<file path="config.mk">
export PLATFORM = sky130hd
export DESIGN_NAME = serial_fifo_pair
export DESIGN_NICKNAME = d
export VERILOG_FILES = /design/src/rtl/sfp_pkg.sv /design/src/rtl/sfp_fifo.sv /design/src/rtl/sfp_flags.sv /design/src/rtl/sfp_ctrl.sv /design/src/rtl/serial_fifo_pair.sv
export SDC_FILE = /design/constraint.sdc
export NUM_CORES = 1
export LEC_CHECK = 0
export ABC_AREA = 1
export BUFFER_PORTS_ARGS = -buffer_cell sky130_fd_sc_hd__buf_2
export CORE_MARGIN = 2
export CORE_UTILIZATION = 40
export CTS_BUF_LIST = sky130_fd_sc_hd__clkbuf_8 sky130_fd_sc_hd__clkbuf_16
export CTS_CLUSTER_SIZE = 24
export DETAILED_ROUTE_END_ITERATION = 16
export PLACE_DENSITY = 0.59
export SKIP_CTS_REPAIR_TIMING = 1
export SLEW_MARGIN = 5
export SYNTH_ARGS = -nofsm -noshare
export SYNTH_HDL_FRONTEND = slang
export SYNTH_HIERARCHICAL = 1
export SYNTH_SLANG_ARGS = --single-unit
</file>
<file path="constraint.sdc">
create_clock -name clk -period 3 [get_ports clk]
set_input_delay 0.75 -clock clk [delete_from_list [all_inputs] [get_ports clk]]
set_output_delay 0.75 -clock clk [all_outputs]
set_load 0.03 [all_outputs]
</file>
<file path="src/rtl/sfp_pkg.sv">
package sfp_pkg;
  localparam logic [7:0] ADDR_CTRL  = 8'h00;
  localparam logic [7:0] ADDR_RHR   = 8'h30;
  localparam logic [7:0] ADDR_THR   = 8'h34;
  localparam logic [7:0] ADDR_MODE  = 8'h50;
  localparam logic [7:0] ADDR_LEVEL = 8'h54;
  localparam logic [7:0] ADDR_STAT  = 8'h60;

  localparam int CB_TXFLUSH = 24;
  localparam int CB_RXFLUSH = 25;
  localparam int CB_UNLOCK  = 26;
  localparam int CB_ENABLE  = 28;
  localparam int CB_DISABLE = 29;

  typedef enum logic [1:0] {
    THR_ONE  = 2'd0,
    THR_TWO  = 2'd1,
    THR_FOUR = 2'd2,
    THR_RSVD = 2'd3
  } thr_code_e;

  // Entries needed for a ready flag; thresholds collapse to one when off.
  function automatic logic [2:0] thr_entries(input thr_code_e code, input logic fifo_on);
    if (!fifo_on) return 3'd1;
    case (code)
      THR_TWO:  return 3'd2;
      THR_FOUR: return 3'd4;
      default:  return 3'd1;
    endcase
  endfunction
endpackage

</file>
<file path="src/rtl/sfp_fifo.sv">
module sfp_fifo #(
  parameter int DEPTH = 16,
  parameter int LANES = 4,
  localparam int CW = $clog2(DEPTH + 1),
  localparam int AW = $clog2(DEPTH),
  localparam int NW = $clog2(LANES + 1)
) (
  input  logic               clk,
  input  logic               rst_n,
  input  logic               clr,
  input  logic [NW-1:0]      wr_n,
  input  logic [LANES*8-1:0] wr_data,
  input  logic [NW-1:0]      rd_n,
  output logic [LANES*8-1:0] rd_data,
  output logic [CW-1:0]      count
);
  logic [7:0]    mem [DEPTH];
  logic [AW-1:0] wp, rp;

  function automatic logic [AW-1:0] wrap(input logic [AW-1:0] base, input int off);
    int s;
    s = int'(base) + off;
    if (s >= DEPTH) s = s - DEPTH;
    return s[AW-1:0];
  endfunction

  always_ff @(posedge clk) begin
    if (!clr) begin
      for (int i = 0; i < LANES; i++) begin
        if (i < int'(wr_n)) mem[wrap(wp, i)] <= wr_data[i*8 +: 8];
      end
    end
  end

  always_ff @(posedge clk or negedge rst_n) begin
    if (!rst_n) begin
      wp    <= '0;
      rp    <= '0;
      count <= '0;
    end else if (clr) begin
      wp    <= '0;
      rp    <= '0;
      count <= '0;
    end else begin
      wp    <= wrap(wp, int'(wr_n));
      rp    <= wrap(rp, int'(rd_n));
      count <= count + CW'(wr_n) - CW'(rd_n);
    end
  end

  for (genvar g = 0; g < LANES; g++) begin : g_peek
    assign rd_data[g*8 +: 8] = mem[wrap(rp, g)];
  end
endmodule

</file>
<file path="src/rtl/sfp_flags.sv">
module sfp_flags import sfp_pkg::*; #(
  parameter int DEPTH = 16,
  localparam int CW = $clog2(DEPTH + 1)
) (
  input  logic      fifo_on,
  input  thr_code_e tx_code,
  input  thr_code_e rx_code,
  input  logic [CW-1:0] tx_cnt,
  input  logic [CW-1:0] rx_cnt,
  input  logic [CW-1:0] cap,
  output logic      tx_hit,
  output logic      rx_hit
);
  logic [CW-1:0] tx_free, tx_need, rx_need;

  assign tx_free = cap - tx_cnt;
  assign tx_need = CW'(thr_entries(tx_code, fifo_on));
  assign rx_need = CW'(thr_entries(rx_code, fifo_on));
  assign tx_hit  = tx_free >= tx_need;
  assign rx_hit  = rx_cnt >= rx_need;
endmodule

</file>
<file path="src/rtl/sfp_ctrl.sv">
module sfp_ctrl import sfp_pkg::*; (
  input  logic        clk,
  input  logic        rst_n,
  input  logic        ctrl_wr,
  input  logic        mode_wr,
  input  logic [31:0] wdata,
  input  logic        xfer_error,
  input  logic        ovf_set,
  input  logic        udf_set,
  output logic        fifo_on,
  output thr_code_e   tx_code,
  output thr_code_e   rx_code,
  output logic        locked,
  output logic        ovf,
  output logic        udf,
  output logic        flush_tx,
  output logic        flush_rx
);
  logic go_off, go_on, unused_wbits;

  assign unused_wbits = ^{wdata[31:30], wdata[27], wdata[23:6], wdata[3:2]};
  assign go_off   = ctrl_wr && wdata[CB_DISABLE];
  assign go_on    = ctrl_wr && wdata[CB_ENABLE] && !wdata[CB_DISABLE];
  assign flush_tx = go_off || go_on || (ctrl_wr && wdata[CB_TXFLUSH]);
  assign flush_rx = go_off || go_on || (ctrl_wr && wdata[CB_RXFLUSH]);

  always_ff @(posedge clk or negedge rst_n) begin
    if (!rst_n) begin
      fifo_on <= 1'b0;
      tx_code <= THR_ONE;
      rx_code <= THR_ONE;
      locked  <= 1'b0;
      ovf     <= 1'b0;
      udf     <= 1'b0;
    end else begin
      if (go_off)     fifo_on <= 1'b0;
      else if (go_on) fifo_on <= 1'b1;
      if (mode_wr) begin
        tx_code <= thr_code_e'(wdata[1:0]);
        rx_code <= thr_code_e'(wdata[5:4]);
      end
      if (xfer_error)                         locked <= 1'b1;
      else if (ctrl_wr && wdata[CB_UNLOCK])   locked <= 1'b0;
      if (ovf_set)                            ovf <= 1'b1;
      else if (ctrl_wr && wdata[CB_TXFLUSH])  ovf <= 1'b0;
      if (udf_set)                            udf <= 1'b1;
      else if (ctrl_wr && wdata[CB_RXFLUSH])  udf <= 1'b0;
    end
  end
endmodule

</file>
<file path="src/rtl/serial_fifo_pair.sv">
module serial_fifo_pair import sfp_pkg::*; #(
  parameter int DEPTH = 16,
  localparam int CW = $clog2(DEPTH + 1),
  localparam int LANES = 4,
  localparam int NW = $clog2(LANES + 1)
) (
  input  logic        clk,
  input  logic        rst_n,
  input  logic        reg_wr,
  input  logic        reg_rd,
  input  logic [7:0]  reg_addr,
  input  logic        reg_word,
  input  logic [31:0] reg_wdata,
  output logic [31:0] reg_rdata,
  output logic        tx_valid,
  input  logic        tx_ready,
  output logic [7:0]  tx_data,
  input  logic        rx_valid,
  output logic        rx_ready,
  input  logic [7:0]  rx_data,
  input  logic        xfer_error,
  output logic        tx_space_flag,
  output logic        rx_data_flag,
  output logic        tx_frozen
);
  logic fifo_on, locked, ovf, udf, flush_tx, flush_rx;
  thr_code_e tx_code, rx_code;
  logic [CW-1:0] tx_cnt, rx_cnt, cap;
  logic [NW-1:0] access_n, tx_wn, tx_rn, rx_wn, rx_rn;
  logic [LANES*8-1:0] tx_lanes, rx_lanes;
  logic ctrl_wr, mode_wr, thr_wr, rhr_rd;
  logic tx_room_ok, rx_have_ok, tx_pop, rx_push, unused_tx_upper;

  assign ctrl_wr = reg_wr && (reg_addr == ADDR_CTRL);
  assign mode_wr = reg_wr && (reg_addr == ADDR_MODE);
  assign thr_wr  = reg_wr && (reg_addr == ADDR_THR);
  assign rhr_rd  = reg_rd && (reg_addr == ADDR_RHR);

  assign cap        = fifo_on ? CW'(DEPTH) : CW'(1);
  assign access_n   = reg_word ? NW'(4) : NW'(1);
  assign tx_room_ok = (cap - tx_cnt) >= CW'(access_n);
  assign rx_have_ok = rx_cnt >= CW'(access_n);

  assign tx_wn   = (thr_wr && tx_room_ok) ? access_n : '0;
  assign rx_rn   = (rhr_rd && rx_have_ok) ? access_n : '0;
  assign tx_valid = !locked && (tx_cnt != '0);
  assign tx_pop  = tx_valid && tx_ready;
  assign tx_rn   = tx_pop ? NW'(1) : '0;
  assign rx_ready = rx_cnt < cap;
  assign rx_push = rx_valid && rx_ready;
  assign rx_wn   = rx_push ? NW'(1) : '0;

  assign tx_data   = tx_lanes[7:0];
  assign tx_frozen = locked;
  assign unused_tx_upper = ^tx_lanes[LANES*8-1:8];

  sfp_ctrl u_ctrl (
    .clk(clk), .rst_n(rst_n), .ctrl_wr(ctrl_wr), .mode_wr(mode_wr),
    .wdata(reg_wdata), .xfer_error(xfer_error),
    .ovf_set(thr_wr && !tx_room_ok), .udf_set(rhr_rd && !rx_have_ok),
    .fifo_on(fifo_on), .tx_code(tx_code), .rx_code(rx_code), .locked(locked),
    .ovf(ovf), .udf(udf), .flush_tx(flush_tx), .flush_rx(flush_rx)
  );

  sfp_fifo #(.DEPTH(DEPTH), .LANES(LANES)) u_txq (
    .clk(clk), .rst_n(rst_n), .clr(flush_tx), .wr_n(tx_wn), .wr_data(reg_wdata),
    .rd_n(tx_rn), .rd_data(tx_lanes), .count(tx_cnt)
  );

  sfp_fifo #(.DEPTH(DEPTH), .LANES(LANES)) u_rxq (
    .clk(clk), .rst_n(rst_n), .clr(flush_rx), .wr_n(rx_wn),
    .wr_data({{(LANES*8-8){1'b0}}, rx_data}),
    .rd_n(rx_rn), .rd_data(rx_lanes), .count(rx_cnt)
  );

  sfp_flags #(.DEPTH(DEPTH)) u_flags (
    .fifo_on(fifo_on), .tx_code(tx_code), .rx_code(rx_code),
    .tx_cnt(tx_cnt), .rx_cnt(rx_cnt), .cap(cap),
    .tx_hit(tx_space_flag), .rx_hit(rx_data_flag)
  );

  always_comb begin
    reg_rdata = '0;
    case (reg_addr)
      ADDR_MODE:  reg_rdata = {26'b0, rx_code, 2'b0, tx_code};
      ADDR_LEVEL: reg_rdata = {10'b0, 6'(rx_cnt), 10'b0, 6'(tx_cnt)};
      ADDR_STAT:  reg_rdata = {26'b0, fifo_on, udf, ovf, locked, rx_data_flag, tx_space_flag};
      ADDR_RHR: begin
        if (rx_have_ok) reg_rdata = reg_word ? rx_lanes : {24'b0, rx_lanes[7:0]};
      end
      default: reg_rdata = '0;
    endcase
  end
endmodule

</file>
* Word level (Yosys, flattened, before mapping)
Memory sizes are Yosys's and may differ from the RTL's. Index checks and enable logic that the tools add are counted.
Word-level totals: flip-flop bits (word level) 34, bits in writable memories 256, bits of input ports 56, output and inout port bits 45, word-level logic and storage cells 214, memories kept 2
Memory list:
- u_rxq.mem | words 16, width 8, rd ports 4, clocked after Yosys merged registers in 0, wr ports 1, line sfp_fifo.sv:17 | logic [7:0] mem [DEPTH];
- u_txq.mem | words 16, width 8, rd ports 1, clocked after Yosys merged registers in 0, wr ports 4, line sfp_fifo.sv:17
Cells by class: $add $sub $neg 35, $lt $le $gt $ge 30, equal/unequal tests 9, mux-type cells 93, reduce and logical (&&, ||, !) cells 33
Operators by type and width (number):
- 2-to-1 mux 4 bit | 40
- case mux 32 bit (4 select lines) | 1
- subtractor 4 x 1 -> 4 bit (second input constant) | 17
- >= comparator 5 bit (second input constant) | 13
- 2-to-1 mux 32 bit | 2
- 2-to-1 mux 1 bit | 37
- adder 4 x 2 -> 5 bit (second input constant) | 6
- equality test 8 x 7 -> 1 bit (second input constant) | 3
- 2-to-1 mux 8 bit | 3
- OR reduction 8 bit | 3
- >= comparator 4 x 5 -> 1 bit (second input constant) | 4
- >= comparator 5 x 3 -> 1 bit | 4
- logical AND 1 bit | 17
- equality test 8 x 6 -> 1 bit (second input constant) | 2
- adder 4 x 1 -> 5 bit (second input constant) | 3
- 2-to-1 mux 3 bit | 5
- 2-to-1 mux 5 bit | 3
- case mux 3 bit (2 select lines) | 2
- adder 4 x 1 -> 5 bit | 2
- adder 4 x 3 -> 5 bit | 2
- logical NOT 8 bit | 1
- nonzero test 2 bit | 4
- less-than comparator 1 x 3 -> 1 bit (first input constant) | 2
- less-than comparator 2 x 3 -> 1 bit (first input constant) | 2
- 13 further kinds | 22

* Longest topological paths before layout
Gate-level depths: netlist of the first run.
depth after elaboration 12, gate-level depth with buffers 20, mapped depth without buffers 20

* By module
The synthesis of the first run kept the hierarchy.
Modules (own cells, without submodules):
- sfp_fifo (u_rxq) | instances 1, cells an instance 2352, area an instance 14346.3 um2, seq. area each 4169.0 um2
- sfp_fifo (u_txq) | instances 1, cells an instance 2357, area an instance 14197.4 um2, seq. area each 4169.0 um2
- serial_fifo_pair | instances 1, cells an instance 193, area an instance 1037.2 um2, seq. area each 0.0 um2
- sfp_flags | instances 1, cells an instance 64, area an instance 405.4 um2, seq. area each 0.0 um2
- sfp_ctrl | instances 1, cells an instance 35, area an instance 321.6 um2, seq. area each 200.2 um2

* Worst setup path before layout of the first run
No wires, ideal clock.
kind register to output, from register u_rxq.rp[1], to output port reg_rdata[16], data arrival time 2.795 ns, required time 2.250 ns, slack -0.545 ns, stages on the path, launching flop included 14, buffers on the path 4, path through dfrtp_1 inv_1 clkbuf_1 buf_1 ha_1 clkbuf_1 inv_1 clkbuf_1 o211ai_1 nand2_1 nand2_1 nand2_1 nand2_1 o22ai_1
Between the ends: word-level cells in the longest chain between the ends 7, elaborated cells between the ends (all ways) 8, classes of those cells add/sub (2); order compare (1); mux (4); memory (1)
Ends and longest elaborated chain:
- from (decl) | line sfp_fifo.sv:18 | logic [AW-1:0] wp, rp;
- from (signal assigned) | line sfp_fifo.sv:46 | rp <= wrap(rp, int'(rd_n));
- adder 4 x 2 -> 5 bit * | line sfp_fifo.sv:22 | s = int'(base) + off;
- subtractor 4 x 1 -> 4 bit or >= comparator 5 bit (tied branches) | line sfp_fifo.sv:23 | if (s >= DEPTH) s = s - DEPTH;
- 2-to-1 mux 4 bit * | line sfp_fifo.sv:23
- memory read (16 x 8 bit) *
- net rx_lanes[16] | line serial_fifo_pair.sv:30 | logic [LANES*8-1:0] tx_lanes, rx_lanes;
- 2-to-1 mux 32 bit * (2 in series) | line serial_fifo_pair.sv:89 | if (rx_have_ok) reg_rdata = reg_word ? rx_lanes : {24'b0, rx_lanes[7:0]};
- case mux 32 bit (4 select lines) * | line serial_fifo_pair.sv:84 | case (reg_addr)
- to (decl) | line serial_fifo_pair.sv:14 | output logic [31:0] reg_rdata,
Mark *: on every way through the listed nets, which the timed path passes. The rest lies on a longest branch.

* Worst setup path after layout of the first run
from register u_rxq.rp[0], to output port reg_rdata[18]
The elaborated chain is that of the path after synthesis.

==> results of run 1 <==
## stage by stage
stage | util [%] | power [W]
2_1_floorplan | - | 0.01813
3_3_place_gp | 45.73 | 0.02408
3_5_place_dp | 45.73 | 0.02417
4_1_cts | 47.37 | 0.02851
5_1_grt | 51.83 | 0.03414
6_report | 51.83 | 0.03231
## state kept, by name, summed over array words and instances, names as in the netlist
| name | flops |
|---|---|
| u_rxq/count | 5 |
| u_ctrl/ovf | 1 |
| u_ctrl/udf | 1 |
| u_txq/count | 5 |
| u_txq/wp | 4 |
| u_txq/mem | 128 |
| u_ctrl/rx_code | 2 |
| u_rxq/mem | 128 |
| u_ctrl/tx_code | 2 |
| u_rxq/wp | 4 |
| u_ctrl/fifo_on | 1 |
| u_txq/rp | 4 |
| u_rxq/rp | 4 |
| u_ctrl/locked | 1 |
## power groups by stage
stage / logic, W / registers (W) / clock network (W)
after floorplan: 0.0114 / 0.00672 / 0
after global placement: 0.0168 / 0.00729 / 0
after detailed placement: 0.0169 / 0.00731 / 0
after CTS: 0.0169 / 0.00723 / 0.00436
after global routing: 0.0220 / 0.00765 / 0.00450
final: 0.0204 / 0.00755 / 0.00431
## critical path: stages, from the launching register on
cell,delay [ps]
dfrtp_4,570
buf_12,160
clkbuf_16,170
clkbuf_16,160
or2_2,300
o21ai_2,120
nand2_1,90
nand3_1,80
nand2_1,70
nand2_1,90
nand2_1,80
nand2_1,110
o21ai_4,70
buf_2,170
## layout make-up
class,instances,area share [%]
inverters,379,4.185
well taps,931,3.277
clock inverters,28,0.5526
repair buffers,433,11.83
clock buffers,37,2.605
flip-flops and latches,290,24.04
multi-input cells,3639,53.51
## metal layers
| layer | share of wire, % | GRT usage (%) | routed length [µm] | up-vias |
|---|---|---|---|---|
| met5 | 0.087 | 0 | 112 | - |
| met4 | 5.5 | 13.65 | 6995 | 10 |
| met3 | 12 | 6.657 | 14770 | 407 |
| met2 | 43 | 51.16 | 54930 | 2058 |
| met1 | 40 | 47.24 | 51500 | 14540 |
| li1 | - | - | - | 14890 |
## worst max-delay path by stage
stage	startpoint	to	slack, ps	depth (start not counted)
4_1_cts	u_txq/count[0]	reg_rdata[0]	-790	14
3_3_place_gp	reg_word	u_txq/mem[12][7]	-350	17
2_1_floorplan	reg_word	u_txq/mem[2][0]	-20	15
3_5_place_dp	reg_word	u_txq/mem[9][4]	-380	16
6_report	u_rxq/rp[0]	reg_rdata[18]	-540	13
5_1_grt	u_ctrl/fifo_on	reg_rdata[0]	-680	15
==> key figures, run 1 <==
Finish
  – Area Growth Syn to Fin: 28.17%
  – Area of the multi-input gates: 19020 µm²
  – FF/Latch Area: 8547 µm²
  – Fin area: 35550 µm²
  – Non-filler cells, final: 5737
  – Fill cells: 6906
  – Antenna cells: 0
  – Final nets: 4898
  – Most common cell after layout, fill and taps aside: nand2_1
  – Layout cells sized above 1: 24.78%
  – Most frequent cells in the layout: 1885 x nand2_1, 533 x nand3_1, 305 x inv_1, 256 x edfxtp_1, 213 x buf_4

Worst setup path
  – Worst setup SP type: flip-flop
  – Arrival @ worst endpoint: 2790 ps
  – Launching point of the worst reg2reg path: u_ctrl/fifo_on
  – Worst Path Required: 2250 ps
  – Crit-path max FO: 7
  – R2r endpoint: u_txq/mem[11][3]
  – CP Capture Type: output pin
  – CP Class: flip-flop to output pin
  – FF-to-FF path depth: 19
  – R2R Setup Slk: -180 ps

Synth
  – Avg Cell Area, Syn: 6.224 µm²
  – Mapped cell area: 27730 µm²
  – Syn. warnings: 6
  – Gate Count Post-Synth: 4456

Die
  – Die height: 267.3 µm
  – Initial Util: 40.44%
  – Row cnt: 96
  – Die W: 267.3 µm
  – Core area: 68590 µm²
  – Die area: 71460 µm²
  – Ports: 101

GRT
  – Initial antenna violation count: 5
  – All-layer global routing usage: 33.86%
  – Global route overflow: 0
  – Pin count of the biggest net entering global routing: 65
  – Global-route wire length before repair: 180.4 mm
  – Vias in the first global route: 27.45k

Clock network
  – H-tree levels: 2
  – CTS max path bufs: 3
  – Clk slew on worst S/H paths: 60 ps
  – CTS Buf Count: 37
  – TritonCTS clock tree: yes
  – CTS Sinks: 290
  – Clk_lat worst skew: 570 ps
  – Root buffer cell: clkbuf_16

STA
  – Tmin final: 3544 ps
  – Final setup viols: 273
  – Final hold slack: 245.4 ps
  – Layout Skew: 27.74 ps
  – Setup TNS: -34320 ps
  – Fin. max-slew vios: 0
  – Fin crit share: 118.1%
  – Worst Tran Pin Value: 1104 ps
  – Hold Fails Final Rpt: 0
  – FMAX: 0.2821 GHz
  – Slew HR: 26.21%
  – Final WS setup: -544.4 ps
  – RSZ-0062 raised after global routing: yes

Place
  – IO Port Bufs: 100
  – DP Cell Count: 5611
  – DP Wirelength: 90.78 mm
  – Post-place instance area: 31360 µm²
  – Placer Congestion: 1.018
  – Dpl ws: -380.0 ps

Outcome
  – Failing checks: setup timing
  – Result of the run: finished, violations left

Drt
  – Antenna Nets Post-Route: 0
  – Via count: 31.90k
  – Via/cell ratio: 5.561
  – Pre-antenna DRT Iters: 6
  – # DRC: 0
  – Wirelength per Cell: 22.36 µm
  – Final wirelength: 128.3 mm
  – Drt first-iter violations: 4269

Pwr
  – Psw: 0.01635 W
  – Comb power frac: 63.3%
  – VDD IR-drop max: 735.5 µV
  – Sequential share of power: 23.4%
  – Net Sw Frac: 50.59%
  – Leak pwr: 17.07 nW
  – Pwr per Cell Area: 909.1 nW/µm²
  – P_int: 0.01597 W
  – Clock power frac: 13.3%

Job
  – Maxcap violations: 0

Worst hold path
  – Worst Hold Class: input pin to async pin
No activity file was read; power rests on OpenSTA's default activity.
==> inputs of run 2 (changes only) <==
clock period = 2.99 ns   (was 3 ns; I/O delays follow)
==> run 2 against run 1 <==
Net effect: sequential share of layout area grew 0.34 points; die area is the same; final cell count is essentially flat; largest power group unchanged; global-route usage shrank 0.55 points; clock-buffer cell count grew 2; final area shrank 1.4%; wire length shrank 2.2%; via count shrank 0.92%; critical path depth grew 2; power shrank 2.6%; the run still ends with setup timing left.
==> key figures, run 2 (synthesis gave the netlist of run 1 again) <==
Finish
  – Most common cell after layout, fill and taps aside: nand2_1
  – Antenna cells: 0 (unchanged)
  – Final nets: 4901 (+0.061%)
  – Area Growth Syn to Fin: 26.40%
  – Non-filler cells, final: 5739 (+0.035%)
  – Final core utilization: 51.11% (-0.72 points)
  – Layout cells sized above 1: 23.44% (-1.3 points)
  – Biggest regs: u_rxq/mem: 128 flops, u_txq/mem: 128 flops
  – Most frequent cells in the layout: 1891 x nand2_1, 564 x nand3_1, 299 x inv_1, 256 x edfxtp_1, 221 x buf_4

Worst setup path
  – Crit-path max FO: 4 (-3)
  – CP Capture Type: output pin
  – Cell Chain, Critical Path: inv_2 > inv_2 > ha_4 > inv_2 > fa_2 > ha_4 > nand2_2 > nand2_2 > a21oi_4 > nand3_4 > nand3_2 > o21ai_2 > nor2_2 > nand2_2 > buf_6
  – Worst setup SP type: flip-flop
  – FF-to-FF path depth: 19 (unchanged)
  – CP Class: flip-flop to output pin
  – Crit path max-delay cell type: fa_2
  – Worst Path Required: 2240 ps (about the same)
  – Max stage delay on crit path: 450 ps (-120 ps)
  – Arrival @ worst endpoint: 2720 ps (-70 ps)

Clock network
  – H-tree levels: 2 (unchanged)
  – CTS max path bufs: 3 (unchanged)
  – Clk slew on worst S/H paths: 60 ps (about the same)
  – TritonCTS clock tree: yes
  – CTS Buf Count: 37 (unchanged)
  – Clk_lat worst skew: 580 ps (about the same)
  – Root buffer cell: clkbuf_16
  – CTS Sinks: 290 (unchanged)

Die
  – Die area: 71460 µm² (unchanged)
  – Core area: 68590 µm² (unchanged)
  – Die W: 267.3 µm (unchanged)
  – Ports: 101 (unchanged)
  – Die height: 267.3 µm (unchanged)
  – Initial Util: 40.44% (unchanged)
  – Row cnt: 96 (unchanged)

Place
  – DP Cell Count: 5616 (+0.089%)
  – Placer Congestion: 1.039 (+2.1%)
  – IO Port Bufs: 100 (unchanged)
  – DP Wirelength: 90.00 mm (-0.87%)
  – Dpl ws: -309.9 ps (+70.16 ps)

GRT
  – All-layer global routing usage: 33.31% (-0.55 points)
  – Pin count of the biggest net entering global routing: 65 (unchanged)
  – Vias in the first global route: 27.47k (+0.055%)
  – Global-route wire length before repair: 177.5 mm (-1.6%)
  – Global route overflow: 0 (unchanged)
  – Initial antenna violation count: 6 (+1)

STA
  – RSZ-0062 raised after global routing: yes
  – FMAX: 0.2881 GHz
  – Hold Fails Final Rpt: 0 (unchanged)
  – Slew HR: 24.33% (-1.9 points)
  – Final hold slack: 243.1 ps (-2.277 ps)
  – Fin. max-slew vios: 0 (unchanged)
  – Worst Tran Pin Value: 1132 ps (+28.15 ps)
  – Layout Skew: 51.17 ps (+23.42 ps)
  – Final setup viols: 297 (+8.8%)
  – Fin crit share: 116.1%
  – Final WS setup: -480.5 ps (+63.93 ps)
  – Tmin final: 3470 ps

Pwr
  – Leak pwr: 16.91 nW (-0.94%)
  – Sequential share of power: 23.7% (+0.3 points)
  – VDD IR-drop max: 714.3 µV (-2.9%)
  – Net Sw Frac: 49.99% (-0.60 points)
  – Psw: 0.01573 W (-3.8%)
  – Comb power frac: 61.9% (-1.4 points)
  – P_int: 0.01574 W (-1.4%)
  – Clock power frac: 14.4% (+1.1 points)
  – Pwr per Cell Area: 897.8 nW/µm² (-1.2%)
  – Tot Pwr: 0.03147 W (-2.6%)

Drt
  – Pre-antenna DRT Iters: 7 (+1)
  – Wirelength per Cell: 21.87 µm (-2.2%)
  – Via/cell ratio: 5.508 (-0.96%)
  – Drt first-iter violations: 4024 (-5.7%)
  – # DRC: 0 (unchanged)
  – Final wirelength: 125.5 mm (-2.2%)
  – Via count: 31.61k (-0.92%)
  – Antenna Nets Post-Route: 0 (unchanged)

Worst hold path
  – Worst Hold Class: input pin to async pin

Job
  – Maxcap violations: 0 (unchanged)

Outcome
  – Result of the run: finished, violations left
  – Failing checks: setup timing
==> run 2: through the flow <==
stage / TNS [ps] / instance area, µm²
floorplan: -657.9 / 28290
global placement: -46180 / 31400
detailed placement: -43720 / 31400
CTS: -29070 / 32600
global route: -80470 / 35050
finish: -39920 / 35050
==> run 2: area by class of cell <==
type | count | area (µm²)
clock buffers | 39 | 964.7
well taps | 931 | 1165
inverters | 379 | 1509
fillers | 6866 | 33530
clock inverters | 25 | 234.0
repair buffers | 435 | 4080
multi-input cells | 3639 | 18550
repair inverters | 1 | 7.507
flip-flops and latches | 290 | 8547
==> run 2: final timing paths <==
path | start | endpoint | slack (ps)
min in group clk | xfer_error | u_ctrl/locked | 390
hold reg to reg | u_ctrl/ovf | u_ctrl/ovf | 480
max in group asynchronous | rst_n | u_rxq/wp[0] | 2040
hold / removal | rst_n | u_txq/rp[0] | 240
setup reg to reg | u_ctrl/fifo_on | u_txq/mem[0][2] | -320
setup / recovery | u_ctrl/fifo_on | reg_rdata[0] | -480
==> run 2: worst max-delay path, delay by kind of cell (launching register included) <==
kind,cells,cell delay (ps)
adders and majority gates,3,840
AOI/OAI and AO/OA,2,200
and+or+nand+nor,6,410
buffers and inverters,4,300
DFF,1,430
==> run 2: power groups by stage <==
stage | Sequential (W) | Clock [W] | Combinational [W]
after detailed placement | 0.00736 | 0 | 0.0168
after floorplan | 0.00674 | 0 | 0.0115
final | 0.00747 | 0.00453 | 0.0195
after global placement | 0.00733 | 0 | 0.0168
after CTS | 0.00728 | 0.00459 | 0.0169
after global routing | 0.00758 | 0.00472 | 0.0210
==> run 2: routing by layer <==
layer  track usage (%)  share of wire [%]
met2             50.56                 43
met5                 0              0.047
met1             45.65                 41
met4             15.53                5.7
met3             6.289                 11
